==> config.mk <==
export PLATFORM = sky130hd
export DESIGN_NAME = ucode_loop_seq
export DESIGN_NICKNAME = d
export VERILOG_FILES = /design/src/rtl/seq_pkg.sv /design/src/rtl/seq_imem.sv /design/src/rtl/seq_loop_ctr.sv /design/src/rtl/ucode_loop_seq.sv
export SDC_FILE = /design/constraint.sdc
export NUM_CORES = 1
export LEC_CHECK = 0
export ABC_AREA = 1
export BUFFER_PORTS_ARGS = -buffer_cell sky130_fd_sc_hd__buf_2
export CAP_MARGIN = 20
export CORE_AREA = 2 2 214 216
export CTS_CLUSTER_DIAMETER = 200
export DETAILED_ROUTE_END_ITERATION = 10
export DIE_AREA = 0 0 216 218
export GPL_TIMING_DRIVEN = 0
export PLACE_DENSITY = 0.79
export REMOVE_ABC_BUFFERS = 1
export SETUP_SLACK_MARGIN = 0.05
export SLEW_MARGIN = 0
export SYNTH_ARGS = -nofsm -noshare
export SYNTH_HDL_FRONTEND = slang
export SYNTH_SLANG_ARGS = --single-unit
==> constraint.sdc <==
create_clock -name clk -period 4.2 [get_ports clk]
set_clock_uncertainty 0.15 [all_clocks]
set_input_delay 0.84 -clock clk [delete_from_list [all_inputs] [get_ports clk]]
set_output_delay 0.84 -clock clk [all_outputs]
set_load 0.02 [all_outputs]
==> src/rtl/seq_pkg.sv <==
package seq_pkg;

  typedef enum logic [3:0] {
    ST_STOP  = 4'h0,
    ST_EXEC  = 4'h1,
    ST_DONE  = 4'h9,
    ST_FAULT = 4'hF
  } thr_state_e;

  localparam int NUM_LOOPS = 2;
  localparam int CNT_W     = 8;
  localparam int MAX_LEN   = 6;
  localparam int BUF_N     = MAX_LEN - 1;

  localparam logic [7:0] OP_END  = 8'h00;
  localparam logic [7:0] OP_STZ  = 8'h0C;
  localparam logic [7:0] OP_NOP  = 8'h18;
  localparam logic [7:0] OP_LP0  = 8'h20;
  localparam logic [7:0] OP_LP1  = 8'h22;
  localparam logic [7:0] OP_LPE0 = 8'h38;
  localparam logic [7:0] OP_LPE1 = 8'h3C;
  localparam logic [7:0] OP_MOV  = 8'hBC;

  // Instruction length in bytes; 0 marks an opcode outside the subset.
  function automatic logic [2:0] op_len(input logic [7:0] op);
    case (op)
      OP_END, OP_STZ, OP_NOP:        op_len = 3'd1;
      OP_LP0, OP_LP1,
      OP_LPE0, OP_LPE1:              op_len = 3'd2;
      OP_MOV:                        op_len = 3'd6;
      default:                       op_len = 3'd0;
    endcase
  endfunction

endpackage

==> src/rtl/seq_imem.sv <==
module seq_imem #(
  parameter int AW = 6,
  parameter int DW = 8
) (
  input  logic          clk,
  input  logic          we,
  input  logic [AW-1:0] waddr,
  input  logic [DW-1:0] wdata,
  input  logic [AW-1:0] raddr,
  output logic [DW-1:0] rdata
);
  localparam int DEPTH = 1 << AW;

  logic [DW-1:0] mem [DEPTH];

  always_ff @(posedge clk) begin
    if (we) mem[waddr] <= wdata;
    rdata <= mem[raddr];
  end
endmodule

==> src/rtl/seq_loop_ctr.sv <==
module seq_loop_ctr #(
  parameter int W = 8
) (
  input  logic         clk,
  input  logic         rst,
  input  logic         load,
  input  logic [W-1:0] load_val,
  input  logic         dec,
  output logic         zero
);
  logic [W-1:0] cnt;

  assign zero = (cnt == '0);

  always_ff @(posedge clk) begin
    if (rst)       cnt <= '0;
    else if (load) cnt <= load_val;
    else if (dec)  cnt <= cnt - 1'b1;
  end

  // a loop end only counts down a counter that still has passes left
  a_r6_no_wrap: assert property (@(posedge clk) disable iff (rst)
    dec |-> !zero);

  // loop start and loop end never hit the same counter in one cycle
  a_r6_load_dec_apart: assert property (@(posedge clk) disable iff (rst)
    !(load && dec));
endmodule

==> src/rtl/ucode_loop_seq.sv <==
module ucode_loop_seq
  import seq_pkg::*;
#(
  parameter int IMEM_AW = 6,
  parameter int ADDR_W  = 32
) (
  input  logic               clk,
  input  logic               rst,
  input  logic               prog_we,
  input  logic [IMEM_AW-1:0] prog_addr,
  input  logic [7:0]         prog_data,
  input  logic               start,
  input  logic [IMEM_AW-1:0] start_pc,
  output logic               stz_valid,
  input  logic               stz_ready,
  output logic [ADDR_W-1:0]  stz_addr,
  output logic [3:0]         stz_blen,
  output logic [2:0]         stz_bsize,
  output logic [3:0]         state
);
  localparam logic [IMEM_AW-1:0] PC_ONE = IMEM_AW'(1);

  thr_state_e               st;
  logic                     stz_pend;
  logic [IMEM_AW-1:0]       pc, iaddr, tgt;
  logic                     rv;
  logic [2:0]               bi;
  logic [BUF_N-1:0][7:0]    ibuf;
  logic [ADDR_W-1:0]        dar, step;
  logic                     dinc;
  logic [3:0]               blen;
  logic [2:0]               bsize;
  logic [7:0]               rdata, cur_op;
  logic [2:0]               cur_len;
  logic                     byte_in, last, bad, is_lpe, is_lp, taken;
  logic [31:0]              mov_val;
  logic [NUM_LOOPS-1:0]     ld, dec, dz;

  seq_imem #(.AW(IMEM_AW), .DW(8)) u_imem (
    .clk   (clk),
    .we    (prog_we),
    .waddr (prog_addr),
    .wdata (prog_data),
    .raddr (pc),
    .rdata (rdata)
  );

  always_comb begin
    cur_op  = (bi == 3'd0) ? rdata : ibuf[0];
    cur_len = op_len(cur_op);
    byte_in = (st == ST_EXEC) && !stz_pend && rv;
    last    = byte_in && (cur_len != 3'd0) && ((bi + 3'd1) == cur_len);
    bad     = byte_in && (((bi == 3'd0) && (cur_len == 3'd0)) ||
              (last && (cur_op == OP_MOV) && (ibuf[1] > 8'd2)));
    is_lp   = last && ((cur_op == OP_LP0) || (cur_op == OP_LP1));
    is_lpe  = last && ((cur_op == OP_LPE0) || (cur_op == OP_LPE1));
    taken   = is_lpe && !dz[cur_op[2]];
    mov_val = {rdata, ibuf[4], ibuf[3], ibuf[2]};
    tgt     = iaddr - IMEM_AW'(rdata);
    step    = ADDR_W'({1'b0, blen} + 5'd1) << bsize;
  end

  for (genvar g = 0; g < NUM_LOOPS; g++) begin : g_loop
    assign ld[g]  = is_lp  && (cur_op[1] == 1'(g));
    assign dec[g] = taken  && (cur_op[2] == 1'(g));
    seq_loop_ctr #(.W(CNT_W)) u_ctr (
      .clk      (clk),
      .rst      (rst),
      .load     (ld[g]),
      .load_val (rdata),
      .dec      (dec[g]),
      .zero     (dz[g])
    );
  end

  always_ff @(posedge clk) begin
    if (rst) begin
      st       <= ST_STOP;
      stz_pend <= 1'b0;
      pc       <= '0;
      iaddr    <= '0;
      rv       <= 1'b0;
      bi       <= '0;
      ibuf     <= '0;
      dar      <= '0;
      dinc     <= 1'b0;
      blen     <= '0;
      bsize    <= '0;
    end else begin
      case (st)
        ST_STOP: begin
          rv <= 1'b0;
          if (start) begin
            pc       <= start_pc;
            bi       <= '0;
            stz_pend <= 1'b0;
            st       <= ST_EXEC;
          end
        end
        ST_DONE:  st <= ST_STOP;
        ST_FAULT: st <= ST_FAULT;
        default: begin
          if (stz_pend) begin
            if (stz_ready) begin
              stz_pend <= 1'b0;
              if (dinc) dar <= dar + step;
            end
          end else begin
            pc <= pc + PC_ONE;
            rv <= 1'b1;
            if (byte_in) begin
              if (bi == 3'd0) iaddr <= pc - PC_ONE;
              if (bad) begin
                st <= ST_FAULT;
                rv <= 1'b0;
              end else if (last) begin
                bi <= '0;
                case (cur_op)
                  OP_END: begin
                    st <= ST_DONE;
                    rv <= 1'b0;
                  end
                  OP_STZ: begin
                    stz_pend <= 1'b1;
                    pc       <= pc;
                    rv       <= 1'b0;
                  end
                  OP_MOV: begin
                    if (ibuf[1] == 8'd1) begin
                      blen  <= mov_val[21:18];
                      bsize <= mov_val[17:15];
                      dinc  <= mov_val[14];
                    end else if (ibuf[1] == 8'd2) begin
                      dar <= ADDR_W'(mov_val);
                    end
                  end
                  default: begin
                    if (taken) begin
                      pc <= tgt;
                      rv <= 1'b0;
                    end
                  end
                endcase
              end else begin
                ibuf[bi] <= rdata;
                bi       <= bi + 3'd1;
              end
            end
          end
        end
      endcase
    end
  end

  assign state     = st;
  assign stz_valid = stz_pend;
  assign stz_addr  = dar;
  assign stz_blen  = blen;
  assign stz_bsize = bsize;

  // only the four defined codes appear
  a_r10_state_code: assert property (@(posedge clk) disable iff (rst)
    (state == 4'h0) || (state == 4'h1) || (state == 4'h9) || (state == 4'hF));

  // a pending beat holds address and shape until accepted
  a_r5_req_hold: assert property (@(posedge clk) disable iff (rst)
    (stz_valid && !stz_ready) |=> (stz_valid && $stable(stz_addr) &&
                                   $stable(stz_blen) && $stable(stz_bsize)));

  // beats are raised only while the thread executes
  a_r5_req_in_exec: assert property (@(posedge clk) disable iff (rst)
    stz_valid |-> (state == 4'h1));

  // completing lasts one cycle and leads to stopped
  a_r8_done_one_cycle: assert property (@(posedge clk) disable iff (rst)
    (state == 4'h9) |=> (state == 4'h0));

  // faulting is held until reset
  a_r9_fault_sticky: assert property (@(posedge clk) disable iff (rst)
    (state == 4'hF) |=> (state == 4'hF));
endmodule

== Word level (Yosys, flattened, before mapping) ==
Memory sizes are Yosys's and may differ from the RTL's. A register that Yosys moved wholly into a read port is not among the register bits.
Cells that the tools add are included.

* Flip-flop bits (word level): 117
* RAM bits: 512
* Input bits: 25
* Output and inout bits: 44
* Logic and storage cells: 171
* Memories: 1

* Add/subtract/negate cells: 8
* Order comparisons: 4
* Equality and inequality tests: 22
* Shift operators: 1
* Muxes and demuxes: 58
* Bitwise logic cells: 7
* Reductions and logical operators: 53

{| class="wikitable"
|+ Memories
! name !! depth !! width !! rd ports !! clocked after memory_dff !! wr ports !! RTL line !! RTL
|-
| u_imem.mem || 64 || 8 || 1 || 1 || 1 || seq_imem.sv:14 || <nowiki>logic [DW-1:0] mem [DEPTH];</nowiki>
|}

{| class="wikitable"
|+ Operator list
! cell !! count
|-
| 2-to-1 mux 32 bit || 9
|-
| 2-to-1 mux 8 bit || 6
|-
| bitwise mux 40 bit || 1
|-
| 2-to-1 mux 6 bit || 6
|-
| adder 32 bit || 1
|-
| equality test 8 x 6 -> 1 bit, second input constant || 4
|-
| left shift 5 x 3 -> 32 bit || 1
|-
| demux 8 bit (select 3 bit) || 1
|-
| logical NOT 8 bit || 3
|-
| 2-to-1 mux 4 bit || 6
|-
| case mux 6 bit (2 select lines) || 2
|-
| logical AND 1 bit || 16
|-
| 2-to-1 mux 1 bit || 16
|-
| subtractor 8 x 1 -> 8 bit, second input constant || 2
|-
| 2-to-1 mux 3 bit || 5
|-
| AND reduction 5 bit || 3
|-
| nonzero test 2 bit || 7
|-
| case mux 4 bit (3 select lines) || 1
|-
| nonzero test 5 bit || 2
|-
| case mux 3 bit (3 select lines) || 1
|-
| AND reduction 9 bit || 1
|-
| equality test 4 bit, second input constant || 2
|-
| equality test 8 x 1 -> 1 bit, second input constant || 1
|-
| equality test 8 x 2 -> 1 bit, second input constant || 1
|-
| 33 further kinds || 55
|}

== Logic depth before layout (Yosys ltp) ==
Gate-level depths: netlist (run 1).

* Depth in word-level cells: 17
* Depth in mapped cells: 23

== Hierarchy ==
Synthesis (run 1) repeated with hierarchy kept, for this count alone.

* Cells, all modules: 2998
* Area, all modules: 28905.2 µm²

{| class="wikitable"
|+ By module, submodules not included
! module !! times used !! cells an instance !! area an instance (µm²) !! seq. area each (µm²)
|-
| seq_imem || 1 || 1822 || 21291.7 || 15534.9
|-
| ucode_loop_seq || 1 || 1014 || 6537.5 || 2001.9
|-
| seq_loop_ctr || 2 || 81 || 538.0 || 160.2
|}

== Worst setup path before layout (run 1) ==
Ideal clock, no wire load.

* Path kind: register to register
* From: register blen[0] (netlist: stz_blen[0])
* To: register dar[24] (netlist: stz_addr[24])
* Library setup time: 0.132 ns
* Data arrival time: 3.114 ns
* Required time: 3.918 ns
* Setup slack: 0.803 ns
* Stages on the path, launching flop included: 19
* Path buffers: 0
* Period minus slack after synthesis: 3.397 ns
* Cell sequence: dfxtp_1 > ha_1 > xor2_1 > nand2_1 > o21ai_0 > o21ai_0 > o21ai_0 > ha_1 > inv_1 > nor3_1 > nand3_1 > nand3_1 > nand2_1 > nor3_1 > nand2_1 > o22ai_1 > inv_1 > o21ai_0 > a21oi_1

* Word-level cells in the longest chain between the ends: 6

{| class="wikitable"
|+ RTL lines
! what !! RTL line !! RTL
|-
| start, declared || ucode_loop_seq.sv:31 || <nowiki>logic [3:0] blen;</nowiki>
|-
| start signal, assigned || ucode_loop_seq.sv:130 || <nowiki>blen <= mov_val[21:18];</nowiki>
|-
| adder 4 x 1 -> 5 bit || ucode_loop_seq.sv:60 || <nowiki>step = ADDR_W'({1'b0, blen} + 5'd1) << bsize;</nowiki>
|-
| left shift 5 x 3 -> 32 bit || ucode_loop_seq.sv:60 ||
|-
| adder 32 bit || ucode_loop_seq.sv:106 || <nowiki>if (dinc) dar <= dar + step;</nowiki>
|-
| 2-to-1 mux 32 bit || ucode_loop_seq.sv:106 ||
|-
| 2-to-1 mux 32 bit || ucode_loop_seq.sv:104 || <nowiki>if (stz_ready) begin</nowiki>
|-
| 2-to-1 mux 32 bit || ucode_loop_seq.sv:103 || <nowiki>if (stz_pend) begin</nowiki>
|-
| end signal, assigned || ucode_loop_seq.sv:106 ||
|-
| end signal, assigned || ucode_loop_seq.sv:134 || <nowiki>dar <= ADDR_W'(mov_val);</nowiki>
|-
| end, declared || ucode_loop_seq.sv:29 || <nowiki>logic [ADDR_W-1:0] dar, step;</nowiki>
|}

No other way between the ends. The select of a mux whose other input is x is not followed.
A chain may end at the register's enable or synchronous reset.

== Worst setup path after layout (run 1) ==
* From: register bi[0]
* To: register dar[24] (netlist: stz_addr[24])

* Word-level cells in the longest chain between the ends: 14

{| class="wikitable"
|+ RTL lines
! what !! RTL line !! RTL
|-
| start, declared || ucode_loop_seq.sv:27 || <nowiki>logic [2:0] bi;</nowiki>
|-
| start signal, assigned || ucode_loop_seq.sv:146 || <nowiki>bi <= bi + 3'd1;</nowiki>
|-
| logical NOT 3 bit || ucode_loop_seq.sv:49, ucode_loop_seq.sv:53 ||
|-
| 2-to-1 mux 8 bit || ucode_loop_seq.sv:49 || <nowiki>cur_op = (bi == 3'd0) ? rdata : ibuf[0];</nowiki>
|-
| equality test 8 x 6 -> 1 bit (tied with other cells) || seq_pkg.sv:26 || <nowiki>case (op)</nowiki>
|-
| OR reduction 4 bit or OR reduction 3 bit (tied branches) || seq_pkg.sv:26 ||
|-
| case mux 3 bit (3 select lines) || seq_pkg.sv:26 ||
|-
| nonzero test 3 bit || ucode_loop_seq.sv:52 || <nowiki>last = byte_in && (cur_len != 3'd0) && ((bi + 3'd1) == cur_len);</nowiki>
|-
| logical AND 1 bit (2 in a row) || ucode_loop_seq.sv:52 ||
|-
| logical AND 1 bit (2 in a row) || ucode_loop_seq.sv:54 || <nowiki>(last && (cur_op == OP_MOV) && (ibuf[1] > 8'd2)));</nowiki>
|-
| logical OR 1 bit || ucode_loop_seq.sv:53 || <nowiki>bad = byte_in && (((bi == 3'd0) && (cur_len == 3'd0)) ||</nowiki>
|-
| logical AND 1 bit || ucode_loop_seq.sv:53 ||
|-
| != test 2 bit (no source line) || n/a ||
|-
| AND reduction 9 bit (no source line) * || n/a ||
|}

Every way passes the cells marked *; elsewhere a longest branch is shown, timed or not.

==> impl_metrics.ini, run 1 <==
[synth]
synth_area_leaders = edfxtp_1, dfxtp_1, nor2_1, o21ai_0, nand2_1
synth_top_area_frac = 0.559
synth_async_sr_flop_share = 0
synth_edf_count = 512
synth_area_leader_cell = edfxtp_1
netlist_instances = 2629
synth-simple-area-share = 0.149
yosys.area_share.adder = 0.0133
synth_xor_area_frac = 0.0118
yosys_register_bits = 636
synth_area_mm2 = 0.0275
synth_warnings = 0
synth_top_family_by_area = simple AND/OR/NAND/NOR gates
synth_top_flop_cell = edfxtp_1
yosysUniqueCellTypes = 48
syn_area_per_cell_um2 = 10.5
ys_seq_area_frac = 0.649
synth-compound-area-share = 0.137
synthMuxAreaShare = 0

[die]
die_x_um = 216
die_h_um = 218
rows = 78
ios = 69
start_util = 0.613
die_area_mm2 = 0.0471
core_area_mm2 = 0.0449

[power_and_ir_drop]
cellLeakagePower_nw = 10.6
pwr-share-comb = 0.281
p_sw_frac = 0.353
p_per_area_mw_per_mm2 = 594
p_sw_mw = 6.44
power_frac_clock = 0.312
ir_drop_uv = 468
seqPwrFrac = 0.407
p_int_mw = 11.8

[sta]
max_freq_ghz = 0.255
tightest_slew_ns = 1.07
rsz0062_at_grt = true
finalWorstSetupSlack_ns = 0.283
final-hold-violation-count = 0
slew_headroom = 0.286
setup_violations = 0
period_share = 0.933
fin_crit_ns = 3.92
maxSlewViolCount = 0

[critical_path]
crit_fanout = 15
cpMaxStageDelayCell = dfxtp_1
critPathArrivalTime_ns = 4.24
crit_buf_inv = 1
critPathLaunch = bi[0]$_SDFFE_PP0P_
path_class = register to register
start_kind = register
crit_chain = inv_1 -> ha_1 -> nand2_4 -> nand2_1 -> nand2_1 -> nand2_1 -> nor2_4 -> nand2_2 -> nand2_1 -> nand2_2 -> nor2_4 -> nand3_2 -> nor2_4 -> nand2_4 -> nand2_2 -> nand3_2 -> o21ai_0 -> a21oi_1
cp_top_family = simple AND/OR/NAND/NOR gates
worstPathRequired_ns = 4.52
cp-end-kind = register
r2r_start = bi[0]$_SDFFE_PP0P_
max_stage_delay_ns = 0.47
crit_path_frequent_cell = nand2_1

[cells_and_area]
layout_common_cells = edfxtp_1, nor2_1, o21ai_0, nand2_1, a21oi_1
stdcell_count = 3296
drive_above_1_share = 0.0886
final_common_cell = edfxtp_1
syn2layout_area_growth_pct = 11.7
insertedDiodeCount = 0
finalNetCount = 2700

[drt]
via_per_inst = 6.29
vias = 20743
drt_iter0_drc = 2525
ant_nets = 0
routed_wl_um = 70800
drc = 0
wire_per_inst_um = 21.5
dr.pass1.iters = 6

[hold_path]
min_from = ibuf[26]$_SDFFE_PP0P_
hp-class = register to register

[global_route]
top_usage_layer = met2
grt-ovfl-total = 0
grt_pass1_vias = 19811
grt_max_degree = 101
use_met2 = 0.495
antenna_found_initial = 0
met1_usage = 0.380
globalRouteTotalUtil = 0.296
met3_usage = 0.0583
grt_pass1_wl_um = 108000

[clocking]
cts_tree = yes
cts_setup_buffers = 0
clock_path_buffers = 3
clock_sinks = 636
clock_latency_ns = 0.59
path_clk_slew_ns = 0.06
htree_levels = 3
cts_buffers = 66
root_buffer = clkbuf_16

[placed_design]
dpl.hpwl_um = 42200
pre_cts_slack_ns = 0.199
dpl.cell_count = 3166
gp_congestion = 0.876
port_buffers = 68

[flow_run]
max_cap_viol_count = 0

[status]
status = finished, final reports clean
[sequential cells by signal (all words and copies together) (netlist names), 4 cells and up]
name              count
g_loop.u_ctr.cnt     16
iaddr                 6
ibuf                 40
u_imem.mem          512
stz_blen              4
u_imem.rdata          8
stz_addr             32
pc                    6
[worst reg2reg max path: stages, from the launching register on]
cell,delay (ns)
dfxtp_1,0.47
inv_1,0.16
ha_1,0.42
nand2_4,0.23
nand2_1,0.07
nand2_1,0.13
nand2_1,0.16
nor2_4,0.16
nand2_2,0.12
nand2_1,0.09
nand2_2,0.07
nor2_4,0.09
nand3_2,0.09
nor2_4,0.25
nand2_4,0.09
nand2_2,0.19
nand3_2,0.42
o21ai_0,0.35
a21oi_1,0.10
[path summary, 6_finish.rpt]
check                                            endpoint  slack [ns]  depth (start not counted)
worst max-delay path            stz_addr[24]$_SDFFE_PP0P_        0.28                         18
worst min register to register      ibuf[26]$_SDFFE_PP0P_        0.31                          2
worst max register to register  stz_addr[24]$_SDFFE_PP0P_        0.28                         18
worst min-delay path                ibuf[26]$_SDFFE_PP0P_        0.31                          2
[per-layer routing]
| metal | vias up | share of wire |
|---|---|---|
| met1 | 9951 | 0.38 |
| met5 | - | 0 |
| met4 | 0 | 0.037 |
| met2 | 1165 | 0.49 |
| met3 | 189 | 0.099 |
| li1 | 9438 | - |
[cell families (layout without fill, tap and decap cells)]
logic type               count (synthesis)  count (layout)
XOR/XNOR                                37              37
buffers and inverters                  280             345
AO/OA/AOI/OAI                          664             664
AND/OR/NAND/NOR                        984             986
adder cells (fa/ha/maj)                 28              28
flip-flops                             636             636
[metrics by stage]
step / total power [mW] / hold slack [ns] / util / setup TNS (ns) / cell area (um^2)
final: 18.3 / 0.313 / 0.685 / 0 / 30700
after global routing: 19.0 / 0.338 / 0.685 / 0 / 30700
after CTS: 18.1 / 0.315 / 0.679 / 0 / 30500
after detailed placement: 12.4 / 0.306 / 0.633 / 0 / 28400
after global placement: 12.0 / 0.301 / 0.625 / -255.29 / 28000
after floorplan: 10.4 / 0.285 / - / -100.16 / 26900
[layout make-up]
type	instances	area (um^2)
Timing Repair Buffer	92	881
Multi-Input combinational cell	1715	8630
Clock inverter	30	226
Tap cell	600	751
Clock buffer	87	1870
Inverter	136	518
Fill cell	3206	14200
Sequential cell	636	17900
[synthesized netlist by cell type (all sizes together), types with 2 or more instances]
master  count
a21o        3
nor3       23
nand3      88
a31oi      12
ha         26
o21ai     345
inv       129
nand4      45
a21oi     124
o211ai     18
a32o        7
o22ai      86
o31ai       3
dfxtp     124
fa          2
xnor2      16
nor4        9
o21a        3
a211oi      8
nor2      465
clkinv      7
edfxtp    512
xor2       21
or2         5
nand3b      3
clkbuf    129
nand2     343
buf        15
o221ai     52
[power by group through the flow]
stage	clock network, mW	logic (mW)	registers [mW]
floorplan	0	2.91	7.53
global placement	0	4.11	7.84
detailed placement	0	4.88	7.56
CTS	5.72	4.95	7.43
global route	5.98	5.52	7.45
finish	5.69	5.13	7.44
[repair_timing]
action	in CTS	in global routing
hold buffers	0	0
endpoints found under the setup margin	0	30
resized for setup	0	4
No activity file was read; power rests on OpenSTA's default activity.
==> run 2: changes to the inputs <==
Settings changed: MAX_ROUTING_LAYER from default to met4.
==> run 2 against run 1 <==
Effect of this change:
- critical path depth did not move
- wire length barely moved
- cell area fell by 0.21%
- clock-buffer cell count fell by 8
- largest cell class unchanged
- worst setup slack improved by 0.022 ns
- global-route usage rose by 1.0 points
- total power fell by 0.94%
- highest routed layer unchanged
==> impl_metrics.ini, run 2 (synthesis results as in run 1) <==
[status]
status = finished, final reports clean

[hold_path]
hold_depth = 2
hp-class = register to register
min_from = ibuf[25]$_SDFFE_PP0P_
whs_endpoint = ibuf[25]$_SDFFE_PP0P_

[cells_and_area]
insertedDiodeCount = 0
syn2layout_area_growth_pct = 11.5
largest_reg_flops = 512
finalNetCount = 2695
final_cell_area_mm2 = 0.0307
largest_register = u_imem.mem
drive_above_1_share = 0.0847
final_common_cell = edfxtp_1
fin_util = 0.683
layout_common_cells = edfxtp_1, nor2_1, o21ai_0, nand2_1, a21oi_1
stdcell_count = 3292

[clocking]
path_clk_slew_ns = 0.06
clock_sinks = 636
cts_buffers = 61
cts_tree = yes
cts_hold_buf = 0
root_buffer = clkbuf_16
clock_latency_ns = 0.64
htree_levels = 2
clock_path_buffers = 3
cts_setup_buffers = 0

[critical_path]
r2r_start = stz_blen[0]$_SDFFE_PP0P_
rrSetupSlack_ns = 0.30
crit_fanout = 7
cp-end-kind = register
worstPathRequired_ns = 4.56
r2r-end = stz_addr[24]$_SDFFE_PP0P_
path_class = register to register
reg2regPathDepth = 18
critPathArrivalTime_ns = 4.26
start_kind = register

[power_and_ir_drop]
p_sw_mw = 6.38
pwr-share-comb = 0.284
finalPower_mw = 18.1
p_per_area_mw_per_mm2 = 590
power_frac_clock = 0.306
cellLeakagePower_nw = 10.5
ir_drop_uv = 436
p_sw_frac = 0.353
seqPwrFrac = 0.410
p_int_mw = 11.7

[drt]
drc = 0
routed_wl_um = 70700
wire_per_inst_um = 21.5
drt_iter0_drc = 2793
ant_nets = 0
vias = 20560
via_per_inst = 6.25
dr.pass1.iters = 6

[global_route]
use_met2 = 0.497
grt-ovfl-total = 0
top_usage_layer = met2
grt_pass1_wl_um = 108000
grt_max_degree = 140
grt_pass1_vias = 19544
met1_usage = 0.391
met3_usage = 0.0502
antenna_found_initial = 0
globalRouteTotalUtil = 0.306

[sta]
setup_violations = 0
final-hold-violation-count = 0
tightest_slew_ns = 1.15
max_freq_ghz = 0.257
fin_hold_ws_ns = 0.316
fin_crit_ns = 3.90
maxSlewViolCount = 0
period_share = 0.927
slew_headroom = 0.233
rsz0062_at_grt = true
finalWorstSetupSlack_ns = 0.305
fin_tns_setup_ns = 0

[placed_design]
gp_congestion = 0.897
dpl.hpwl_um = 42600
port_buffers = 68
dpl_cell_area_mm2 = 0.0284
dpl.cell_count = 3167
pre_cts_slack_ns = 0.109

[flow_run]
max_cap_viol_count = 0

[die]
rows = 78
die_x_um = 216
core_area_mm2 = 0.0449
die_h_um = 218
ios = 69
start_util = 0.613
die_area_mm2 = 0.0471
[run 2: worst max path at each step]
stage                             startpoint                   endpoint  slack [ns]  cells past startpoint
floorplan                 pc[0]$_SDFFE_PP0P_    u_imem.rdata[0]$_DFF_P_       -6.52                      6
global placement          pc[0]$_SDFFE_PP0P_    u_imem.rdata[3]$_DFF_P_      -12.93                      6
detailed placement  stz_blen[0]$_SDFFE_PP0P_  stz_addr[24]$_SDFFE_PP0P_        0.11                     18
CTS                 stz_blen[0]$_SDFFE_PP0P_  stz_addr[24]$_SDFFE_PP0P_        0.09                     18
global route        stz_blen[0]$_SDFFE_PP0P_  stz_addr[24]$_SDFFE_PP0P_       0.006                     18
finish              stz_blen[0]$_SDFFE_PP0P_  stz_addr[24]$_SDFFE_PP0P_        0.30                     18
[run 2: routing by layer]
metal | up-vias | wire length [um]
li1 | 9429 | -
met1 | 9838 | 27300
met2 | 1126 | 34300
met4 | 0 | 2400
met3 | 167 | 6780
met5 | - | 0
[run 2: power by group through the flow]
stage	sequential, mW	clock (mW)	combinational (mW)
final	7.42	5.54	5.14
after floorplan	7.53	0	2.91
after global routing	7.44	5.81	5.56
after detailed placement	7.54	0	4.93
after global placement	7.85	0	4.12
after CTS	7.41	5.56	4.97
[run 2: final cells by class]
type | count | area (um^2)
clock buffers | 79 | 1660
clock inverters | 34 | 357
fillers | 3248 | 14200
inverters | 136 | 518
multi-input cells | 1715 | 8640
flip-flops and latches | 636 | 17900
well taps | 600 | 751
repair buffers | 92 | 891
[run 2: worst max-delay path: stages (launching register included)]
cell and delay [ns]:
dfxtp_1 0.37, ha_1 0.25, xor2_1 0.16, nand2_1 0.06, o21ai_0 0.11, o21ai_0 0.28, o21ai_0 0.15, ha_1 0.36
nand2_1 0.09, nor3_1 0.24, nand3_1 0.12, nand3_1 0.29, nand2_1 0.22, nor3_4 0.27, nand2_1 0.17, o22ai_1 0.17
inv_1 0.06, o21ai_0 0.17, a21oi_1 0.09
[run 2: what timing repair did]
item                       CTS  global route
gates resized for setup      0             7
hold endpoints to repair     0             0
setup endpoints to repair    0            32
